File: src/rtl/harness_learn_seq.sv
module harness_learn_seq #(
  parameter int N = 8,
  localparam int IW = (N > 1) ? $clog2(N) : 1
) (
  input  logic          clk,
  input  logic          rst_n,
  input  logic          start,
  input  logic          mode_test,
  input  logic          invert,
  output logic [N-1:0]  drive,
  input  logic [N-1:0]  resp,
  input  logic          resp_valid,
  output logic          busy,
  output logic          done,
  output logic          pass,
  output logic          fail,
  output logic          not_learned,
  output logic [IW-1:0] fail_step,
  output logic [N-1:0]  fail_diff
);

  logic [N-1:0]  ref_mem [N];
  logic [IW-1:0] step;
  logic          mode_q, inv_q, learned;

  wire          last  = (step == IW'(N - 1));
  wire [N-1:0]  walk  = N'(1) << step;
  wire [N-1:0]  diff  = ref_mem[step] ^ resp;
  wire          go    = start && !busy;
  wire          take  = busy && resp_valid;

  assign drive = busy ? (inv_q ? ~walk : walk) : '0;

  always_ff @(posedge clk or negedge rst_n) begin
    if (!rst_n) begin
      for (int i = 0; i < N; i++) ref_mem[i] <= '0;
      step        <= '0;
      mode_q      <= 1'b0;
      inv_q       <= 1'b0;
      learned     <= 1'b0;
      busy        <= 1'b0;
      done        <= 1'b0;
      pass        <= 1'b0;
      fail        <= 1'b0;
      not_learned <= 1'b0;
      fail_step   <= '0;
      fail_diff   <= '0;
    end else if (go) begin
      step        <= '0;
      mode_q      <= mode_test;
      inv_q       <= invert;
      pass        <= 1'b0;
      fail_step   <= '0;
      fail_diff   <= '0;
      if (mode_test && !learned) begin
        done        <= 1'b1;
        fail        <= 1'b1;
        not_learned <= 1'b1;
      end else begin
        busy        <= 1'b1;
        done        <= 1'b0;
        fail        <= 1'b0;
        not_learned <= 1'b0;
        if (!mode_test) learned <= 1'b0;
      end
    end else if (take) begin
      if (!mode_q) begin
        ref_mem[step] <= resp;
      end else if (diff != '0 && !fail) begin
        fail      <= 1'b1;
        fail_step <= step;
        fail_diff <= diff;
      end
      if (last) begin
        busy <= 1'b0;
        done <= 1'b1;
        if (!mode_q) begin
          learned <= 1'b1;
          pass    <= 1'b1;
        end else begin
          pass <= !fail && (diff == '0);
        end
      end else begin
        step <= step + 1'b1;
      end
    end
  end

endmodule

File: config.mk
export PLATFORM = sky130hd
export DESIGN_NAME = harness_learn_seq
export DESIGN_NICKNAME = d
export VERILOG_FILES = /design/src/rtl/harness_learn_seq.sv
export SDC_FILE = /design/constraint.sdc
export NUM_CORES = 1
export LEC_CHECK = 0
export BUFFER_PORTS_ARGS = -buffer_cell sky130_fd_sc_hd__clkbuf_2
export CORE_MARGIN = 4
export CORE_UTILIZATION = 35
export DETAILED_ROUTE_END_ITERATION = 8
export HOLD_SLACK_MARGIN = 0.05
export PLACE_DENSITY = 0.5
export SLEW_MARGIN = 20
export SYNTH_ARGS = -nofsm -noshare
export SYNTH_HDL_FRONTEND = slang
export SYNTH_SLANG_ARGS = --single-unit
File: constraint.sdc
create_clock -name clk -period 2.45 [get_ports clk]
set_input_delay 0.1225 -clock clk [delete_from_list [all_inputs] [get_ports clk]]
set_output_delay 0.1225 -clock clk [all_outputs]
set_load 0.01 [all_outputs]
==> results of run 1 <==
-- cell families after synthesis --
family	count (synthesis)
and+or+nand+nor	58
DFF	86
adders and majority gates	6
muxes	116
buffers and inverters	34
AOI/OAI and AO/OA	10
xor gates and xnor gates	16
-- per-stage QoR --
step           std cells  area [sq um]  setup WS, ps
2_1_floorplan        326          4335         45.02
3_3_place_gp         543          4871        -190.4
3_5_place_dp         543          4871        -229.4
4_1_cts              562          5234        -146.0
5_1_grt              562          5234        -290.0
6_report             562          5234        -124.3
-- per-layer routing --
layer | wire, microns | vias to the layer above | share of wire [%]
met1 | 4530 | 1279 | 49
met5 | 0 | - | 0
li1 | - | 1265 | -
met2 | 4173 | 44 | 46
met4 | 138 | 0 | 1.5
met3 | 322 | 10 | 3.5
-- worst paths after layout --
path,end,cells after the start,slack [ps],startpoint
worst max-delay path,fail_step[0]$_DFFE_PN0P_,10,-120,step[0]$_DFFE_PN0P_
worst min-delay path,learned$_DFFE_PN0P_,3,90,resp_valid
worst max register to register,fail_step[0]$_DFFE_PN0P_,10,-120,step[0]$_DFFE_PN0P_
worst min register to register,ref_mem[6]$_DFFE_PN0P_,1,480,ref_mem[6]$_DFFE_PN0P_
max in group asynchronous,ref_mem[11]$_DFFE_PN0P_,3,1540,rst_n
min in group asynchronous,fail_diff[4]$_DFFE_PN0P_,2,280,rst_n
-- cells in the final DEF (no fill, tap or decap), drive strengths merged, types with 3 or more instances in the layout --
cell type     n
nand3         5
clkinv        4
dfrtp        86
mux2i        43
mux4          8
dlygate4sd3   3
and2          9
nand2        27
buf          35
ha            6
nor2          3
nor3          6
xnor2        14
inv          12
o21ai         3
clkbuf       46
mux2         65
-- repair_timing --
item                       in CTS  in global routing
pin swaps                       0                  0
setup endpoints to repair      12                 12
hold endpoints to repair       36                  0
hold buffers                    3                  0
gates resized for setup         5                  0
-- power groups by stage --
| stage | Clock (mW) | Combinational [mW] | Sequential [mW] |
|---|---|---|---|
| final | 1.38 | 3.24 | 2.40 |
| after global routing | 1.48 | 3.57 | 2.48 |
| after CTS | 1.43 | 3.31 | 2.40 |
| after detailed placement | 0 | 3.23 | 2.42 |
| after global placement | 0 | 3.19 | 2.42 |
| after floorplan | 0 | 2.26 | 2.35 |
-- cells in the mapped netlist --
| library cell | number |
|---|---|
| sky130_fd_sc_hd__dfrtp_1 | 86 |
| sky130_fd_sc_hd__mux2i_1 | 43 |
| sky130_fd_sc_hd__mux2_2 | 33 |
| sky130_fd_sc_hd__mux2_1 | 32 |
| sky130_fd_sc_hd__nand2_1 | 27 |
| sky130_fd_sc_hd__clkbuf_1 | 11 |
| sky130_fd_sc_hd__xnor2_1 | 10 |
| sky130_fd_sc_hd__and2_1 | 9 |
| sky130_fd_sc_hd__inv_1 | 9 |
| sky130_fd_sc_hd__mux4_2 | 8 |
| sky130_fd_sc_hd__ha_1 | 6 |
| sky130_fd_sc_hd__buf_2 | 5 |
| sky130_fd_sc_hd__nand3_1 | 5 |
| sky130_fd_sc_hd__nor3_2 | 4 |
| sky130_fd_sc_hd__xnor2_2 | 4 |
| sky130_fd_sc_hd__buf_12 | 3 |
| sky130_fd_sc_hd__inv_2 | 3 |
| sky130_fd_sc_hd__nor2_1 | 3 |
| sky130_fd_sc_hd__buf_6 | 2 |
| sky130_fd_sc_hd__nand2b_1 | 2 |
| sky130_fd_sc_hd__nor3_1 | 2 |
| sky130_fd_sc_hd__nor4_2 | 2 |
| sky130_fd_sc_hd__o21ai_0 | 2 |
| sky130_fd_sc_hd__o31ai_1 | 2 |
| sky130_fd_sc_hd__xor2_1 | 2 |
| sky130_fd_sc_hd__a2111oi_4 | 1 |
| sky130_fd_sc_hd__a21oi_1 | 1 |
| sky130_fd_sc_hd__a22o_1 | 1 |
| sky130_fd_sc_hd__a31oi_1 | 1 |
| sky130_fd_sc_hd__and3_1 | 1 |
| sky130_fd_sc_hd__buf_4 | 1 |
| sky130_fd_sc_hd__nand3b_1 | 1 |
| sky130_fd_sc_hd__nor2b_1 | 1 |
| sky130_fd_sc_hd__o21ai_1 | 1 |
| sky130_fd_sc_hd__o31a_1 | 1 |
| sky130_fd_sc_hd__or3_1 | 1 |
-- sequential cells by signal, summed over array words and instances (netlist names) --
register / flops
fail_step: 3
mode_q: 1
fail: 1
inv_q: 1
learned: 1
fail_diff: 8
pass: 1
busy: 1
ref_mem: 64
done: 1
step: 3
not_learned: 1
-- final cells by class --
class                   count  area, sq um  share of cell area, %
multi-input cells         206         2012                  38.44
clock inverters             6        61.31                  1.171
clock buffers              10        239.0                  4.566
inverters                  12        47.55                 0.9084
well taps                 168        210.2                  4.016
flip-flops and latches     86         2153                  41.14
repair buffers             74        510.5                  9.754
-- worst register-to-register path: cells and delay by family, from the launching register on --
family,cells,cell delay [ps]
multiplexers,3,830
AO/OA/AOI/OAI,1,340
buffers and inverters,4,680
AND/OR/NAND/NOR,1,30
flip-flops,1,430
XOR/XNOR,1,190
==> results.txt, run 1 <==
----------------------------------------------------
[Route]
  Average wire per standard cell ... 16.31 microns
  Vias per inst ... 4.623
  # DRC ... 0
  Antenna-violating nets left ... 0
  Detailed-routing iteration count for the pre-antenna-repair pass ... 4
  Via count ... 2598
  Total Wirelength ... 9164 microns
  Iter 0 DRT Violations ... 114

[Placed design]
  DPL Wire Length ... 6397 microns
  Final GP Congestion ... 0.7534
  Number of buffers added on ports ... 37

[Synthesis]
  Cells taking the most area after synthesis ... sky130_fd_sc_hd__dfrtp_1 50%, sky130_fd_sc_hd__mux2i_1 9.9%, sky130_fd_sc_hd__mux2_2 8.6%, sky130_fd_sc_hd__mux2_1 8.3%, sky130_fd_sc_hd__mux4_2 4.2%
  Adder-cell share of the synthesized area ... 1.732%
  Compound-gate portion of the synthesized area ... 1.991%
  Top cell type's share of synthesized area ... 49.64%
  Synthesized-area fraction occupied by xor and xnor cells ... 3.925%
  Post-synthesis average cell area ... 13.30 sq um
  Synthesized-area fraction occupied by and/or/nand/nor cells ... 7.100%
  Distinct cell type count after synthesis ... 36
  Number of standard cells after synthesis ... 326
  Synth area leader ... sky130_fd_sc_hd__dfrtp_1
  Largest family of logic cells by synthesized area ... multiplexers
  Multiplexer share of the synthesized area ... 30.97%
  Net count after synthesis ... 346
  Post-Syn Area ... 4335 sq um
  #FFs+latches synth ... 86
  Count of yosys warnings during synthesis ... 0
  Sequential fraction of the synthesis area ... 49.64%

[Power]
  Worst voltage drop across the vdd grid ... 0.3105 mV
  Leakage ... 2.476 nW
  NetSw ... 2.374 mW
  PD cells ... 1341 nW/um^2
  Switching portion of total power ... 33.83%
  Power Internal ... 4.642 mW
  Portion of total power attributed to sequential cells ... 34.2%
  Clk network pwr share ... 19.7%
  Power consumption ... 7.016 mW
  Combinational share of power ... 46.1%

[STA]
  Smallest setup slack after layout ... -124.3 ps
  Maximum clock frequency ... 388.5 MHz
  Final critical delay including setup and external delays ... 2574 ps
  Clk_skew ... 5.104 ps
  Final setup violation count ... 12
  Rel. slew slack ... 61.38%
  Max Transition Viols Final ... 0
  Final sum of negative setup slack ... -1329 ps
  Transition at the pin with the smallest max-transition slack ... 579.2 ps
  Hold slack final ... 88.18 ps
  RSZ-0062 raised after global routing ... true
  Final critical-path share of the clock period ... 105.1%
  Number of endpoints with negative hold slack in the final report ... 0

[Critical path]
  Critical Path Fanout Max ... 25
  Top delay family on crit path ... multiplexers
  CP Launch Type ... register
  Cell chain of the critical path ... buf_12 > mux2i_1 > mux4_2 > xnor2_2 > buf_4 > nor4_2 > buf_4 > a2111oi_4 > buf_12 > mux2i_1
  Sort of element at the end of the critical path ... register
  Worst path buffer plus inverter count ... 4
  Critical path required time ... 2720 ps
  Critical path's largest stage delay ... 490 ps
  Max stage delay cell, worst path ... sky130_fd_sc_hd__mux4_2
  Type of the worst setup path ... register to register
  Signal arrival time at the worst endpoint ... 2840 ps

[Layout]
  Area Growth Syn to Fin ... 20.72%
  Fraction of layout instances using a drive strength above 1 ... 37.31%
  Final #Nets ... 409
  Fill cells ... 1135
  Utilization after layout ... 43.39%
  Number of inserted diodes ... 0

[CTS]
  Postcts setup bufs ... 0
  Clock tree from TritonCTS ... done
  CTS root buf ... sky130_fd_sc_hd__clkbuf_16
  Worst skew pair latency ... 340 ps
  Number of levels the H-tree was split into ... 3
  Clock sink total ... 86
  Cts bufs inserted ... 9
  Maximum clock insertion buffer count ... 2
  Register clock-pin slew on the reported worst setup and hold paths ... 60 ps

[Die]
  Horizontal die dimension ... 119.3 microns
  Initial standard-cell utilization of the core ... 35.94%
  Die footprint ... 14230 sq um
  Core Region ... 12060 sq um
  Top Ports ... 38
  Vert. Die Dim ... 119.3 microns
  Cell Rows ... 40

[Global route]
  Via count of the first global-routing pass ... 2711
  Global routing usage on met1 ... 18.96%
  Wire length of the first global-routing pass ... 15040 microns
  Met3 Resource Use GR ... 3.704%
  Most used routing layer in global routing ... met2
  Number of antenna violations at the first check in global routing ... 0
  Sum of overflow across all layers after global routing ... 0
  GRT Resource Usage Total ... 13.70%
  Pin count of the biggest net entering global routing ... 53
  Met2 usage ... 21.16%

[Job]
  MaxCap Viol Count ... 0

[Min path]
  Kind of path behind the tightest hold check ... input port to register

[Outcome]
  Violations in the final reports ... negative setup slack
  Outcome ... finished, violations left

----------------------------------------------------
Note: power is estimated with default switching activity, not from simulation.
==> run 2: changes to the inputs <==
- CORE_UTILIZATION: 35 -> 29
- PLACE_DENSITY: 0.5 -> 0.53
==> run 2 against run 1 <==
Against the previous run: the flow still finishes with violations (negative setup slack); cell count is 2.1% higher; core utilization is 7.6 points lower; total power grew 0.93%; first-iteration DRC count up 33%; fmax decreased by 1.0%; via count grew 3.2%; sequential cell count stayed put; sequential share of layout area grew 0.13 points; setup slack got worse by 27 ps; clock skew grew 1.7 ps; cell area is 0.31% lower; critical path type unchanged; highest routed layer unchanged.
==> results.txt, run 2 (synthesis gave the netlist of run 1 again) <==
----------------------------------------------------
[Route]
  Average wire per standard cell ... 16.76 microns
  Via count ... 2681
  # DRC ... 0
  Iter 0 DRT Violations ... 152
  Vias per inst ... 4.671
  Detailed-routing iteration count for the pre-antenna-repair pass ... 4
  Antenna-violating nets left ... 0
  Total Wirelength ... 9620 microns

[CTS]
  Register clock-pin slew on the reported worst setup and hold paths ... 60 ps
  Clock tree from TritonCTS ... done
  Maximum clock insertion buffer count ... 2
  CTS root buf ... sky130_fd_sc_hd__clkbuf_16
  Worst skew pair latency ... 340 ps
  Clock sink total ... 86
  Cts bufs inserted ... 9
  Number of levels the H-tree was split into ... 3

[Job]
  MaxCap Viol Count ... 0

[Die]
  Initial standard-cell utilization of the core ... 29.72%
  Cell Rows ... 44
  Vert. Die Dim ... 130.3 microns
  Core Region ... 14590 sq um
  Top Ports ... 38
  Horizontal die dimension ... 130.3 microns
  Die footprint ... 16970 sq um

[Placed design]
  Number of buffers added on ports ... 37
  Final GP Congestion ... 0.6963
  DPL Wire Length ... 6594 microns

[Critical path]
  Signal arrival time at the worst endpoint ... 2860 ps
  Cell chain of the critical path ... buf_12 > mux2i_1 > mux4_2 > xnor2_2 > nor4_2 > buf_4 > a2111oi_4 > buf_12 > mux2i_1
  Critical path's largest stage delay ... 510 ps
  Critical Path Fanout Max ... 24
  Sort of element at the end of the critical path ... register
  Type of the worst setup path ... register to register
  CP Launch Type ... register
  Max stage delay cell, worst path ... sky130_fd_sc_hd__mux4_2
  Critical path required time ... 2700 ps

[STA]
  Final setup violation count ... 12
  RSZ-0062 raised after global routing ... true
  Final critical-path share of the clock period ... 106.2%
  Number of endpoints with negative hold slack in the final report ... 0
  Rel. slew slack ... 55.53%
  Clk_skew ... 6.802 ps
  Max Transition Viols Final ... 0
  Maximum clock frequency ... 384.4 MHz
  Hold slack final ... 88.15 ps
  Smallest setup slack after layout ... -151.1 ps
  Transition at the pin with the smallest max-transition slack ... 667.0 ps
  Final sum of negative setup slack ... -1430 ps
  Final critical delay including setup and external delays ... 2601 ps

[Layout]
  Register with the most flip-flops ... ref_mem
  Largest registers in the final layout ... ref_mem: 64 flops, fail_diff: 8 flops
  Fraction of layout instances using a drive strength above 1 ... 35.64%
  Utilization after layout ... 35.76%
  Most common cell after layout, fill and taps aside ... sky130_fd_sc_hd__dfrtp_1
  Final #Nets ... 406
  Number of inserted diodes ... 0
  Flip-flop count of the largest register after layout ... 64
  Area Growth Syn to Fin ... 20.35%
  Most frequent cells in the layout ... 85 x sky130_fd_sc_hd__dfrtp_1, 43 x sky130_fd_sc_hd__mux2i_1, 36 x sky130_fd_sc_hd__clkbuf_2

[Min path]
  Kind of path behind the tightest hold check ... input port to register

[Power]
  Worst voltage drop across the vdd grid ... 0.4448 mV
  Combinational share of power ... 46.2%
  Power Internal ... 4.652 mW
  PD cells ... 1357 nW/um^2
  Power consumption ... 7.081 mW
  Switching portion of total power ... 34.31%
  NetSw ... 2.429 mW
  Leakage ... 2.439 nW
  Portion of total power attributed to sequential cells ... 34.0%
  Clk network pwr share ... 19.8%

[Outcome]
  Violations in the final reports ... negative setup slack
  Outcome ... finished, violations left

[Global route]
  Wire length of the first global-routing pass ... 15100 microns
  Via count of the first global-routing pass ... 2724
  Number of antenna violations at the first check in global routing ... 0
  GRT Resource Usage Total ... 11.69%
  Pin count of the biggest net entering global routing ... 75
  Sum of overflow across all layers after global routing ... 0

----------------------------------------------------
[run 2: cell types whose count changed in the layout (fill, tap and decap cells not counted), sizes merged]
cell    delta
buf        -3
clkbuf     +1
clkinv     -3
inv        +1
[run 2: worst paths after layout]
kind                                                 end  slack, ps  depth (start not counted)               startpoint
worst max register to register  fail_step[1]$_DFFE_PN0P_       -150                          9      step[0]$_DFFE_PN0P_
worst max-delay path            fail_step[1]$_DFFE_PN0P_       -150                          9      step[0]$_DFFE_PN0P_
min in group asynchronous        ref_mem[47]$_DFFE_PN0P_        170                          2                    rst_n
max in group asynchronous            step[1]$_DFFE_PN0P_       1620                          3                    rst_n
worst min register to register   not_learned$_DFFE_PN0P_        480                          2  not_learned$_DFFE_PN0P_
worst min-delay path                 learned$_DFFE_PN0P_         90                          3               resp_valid
[run 2: routing by layer]
metal | up-vias | share of wire (%) | GRT usage [%] | wire (microns)
li1 | 1260 | - | - | -
met1 | 1358 | 49 | 16.36 | 4728
met2 | 49 | 44 | 17.98 | 4257
met3 | 14 | 5.3 | 3.152 | 511
met4 | 0 | 1.3 | 3.056 | 123
met5 | - | 0 | 0 | 0
[run 2: through the flow]
stage	setup slack (ps)	instances	area, sq um
6_report	-151.1	574	5218
5_1_grt	-244.0	574	5218
4_1_cts	-145.2	572	5202
3_5_place_dp	-130.5	553	4846
3_3_place_gp	-83.06	553	4846
2_1_floorplan	45.02	326	4335
[run 2: final cells by class]
cell class,instances,area [sq um]
tap,184,230.2
clock buffer,11,252.7
multi-input combinational,206,1991
fill,1422,9371
sequential,86,2153
timing repair buffer,71,488.0
inverter,12,47.55
clock inverter,4,55.05
[run 2: power by group through the flow]
stage | clock [mW] | sequential [mW] | combinational, mW
floorplan | 0 | 2.35 | 2.26
global placement | 0 | 2.40 | 3.17
detailed placement | 0 | 2.43 | 3.21
CTS | 1.43 | 2.41 | 3.28
global route | 1.49 | 2.48 | 3.58
finish | 1.40 | 2.41 | 3.27
[run 2: worst max-delay path: cells and delay by family (launching register included)]
kind | cells | cell delay [ps]
mux | 3 | 890
buf+inv | 3 | 530
flops | 1 | 420
compound gates | 1 | 390
xor+xnor | 1 | 200
simple gates | 1 | 70
[run 2: timing repair]
item,CTS,global route
hold buffers,3,0
endpoints found under the hold margin,88,0
resized for setup,2,0
buffers inserted,1,2
setup endpoints to repair,12,12
pin swaps,1,2
cloned,0,0
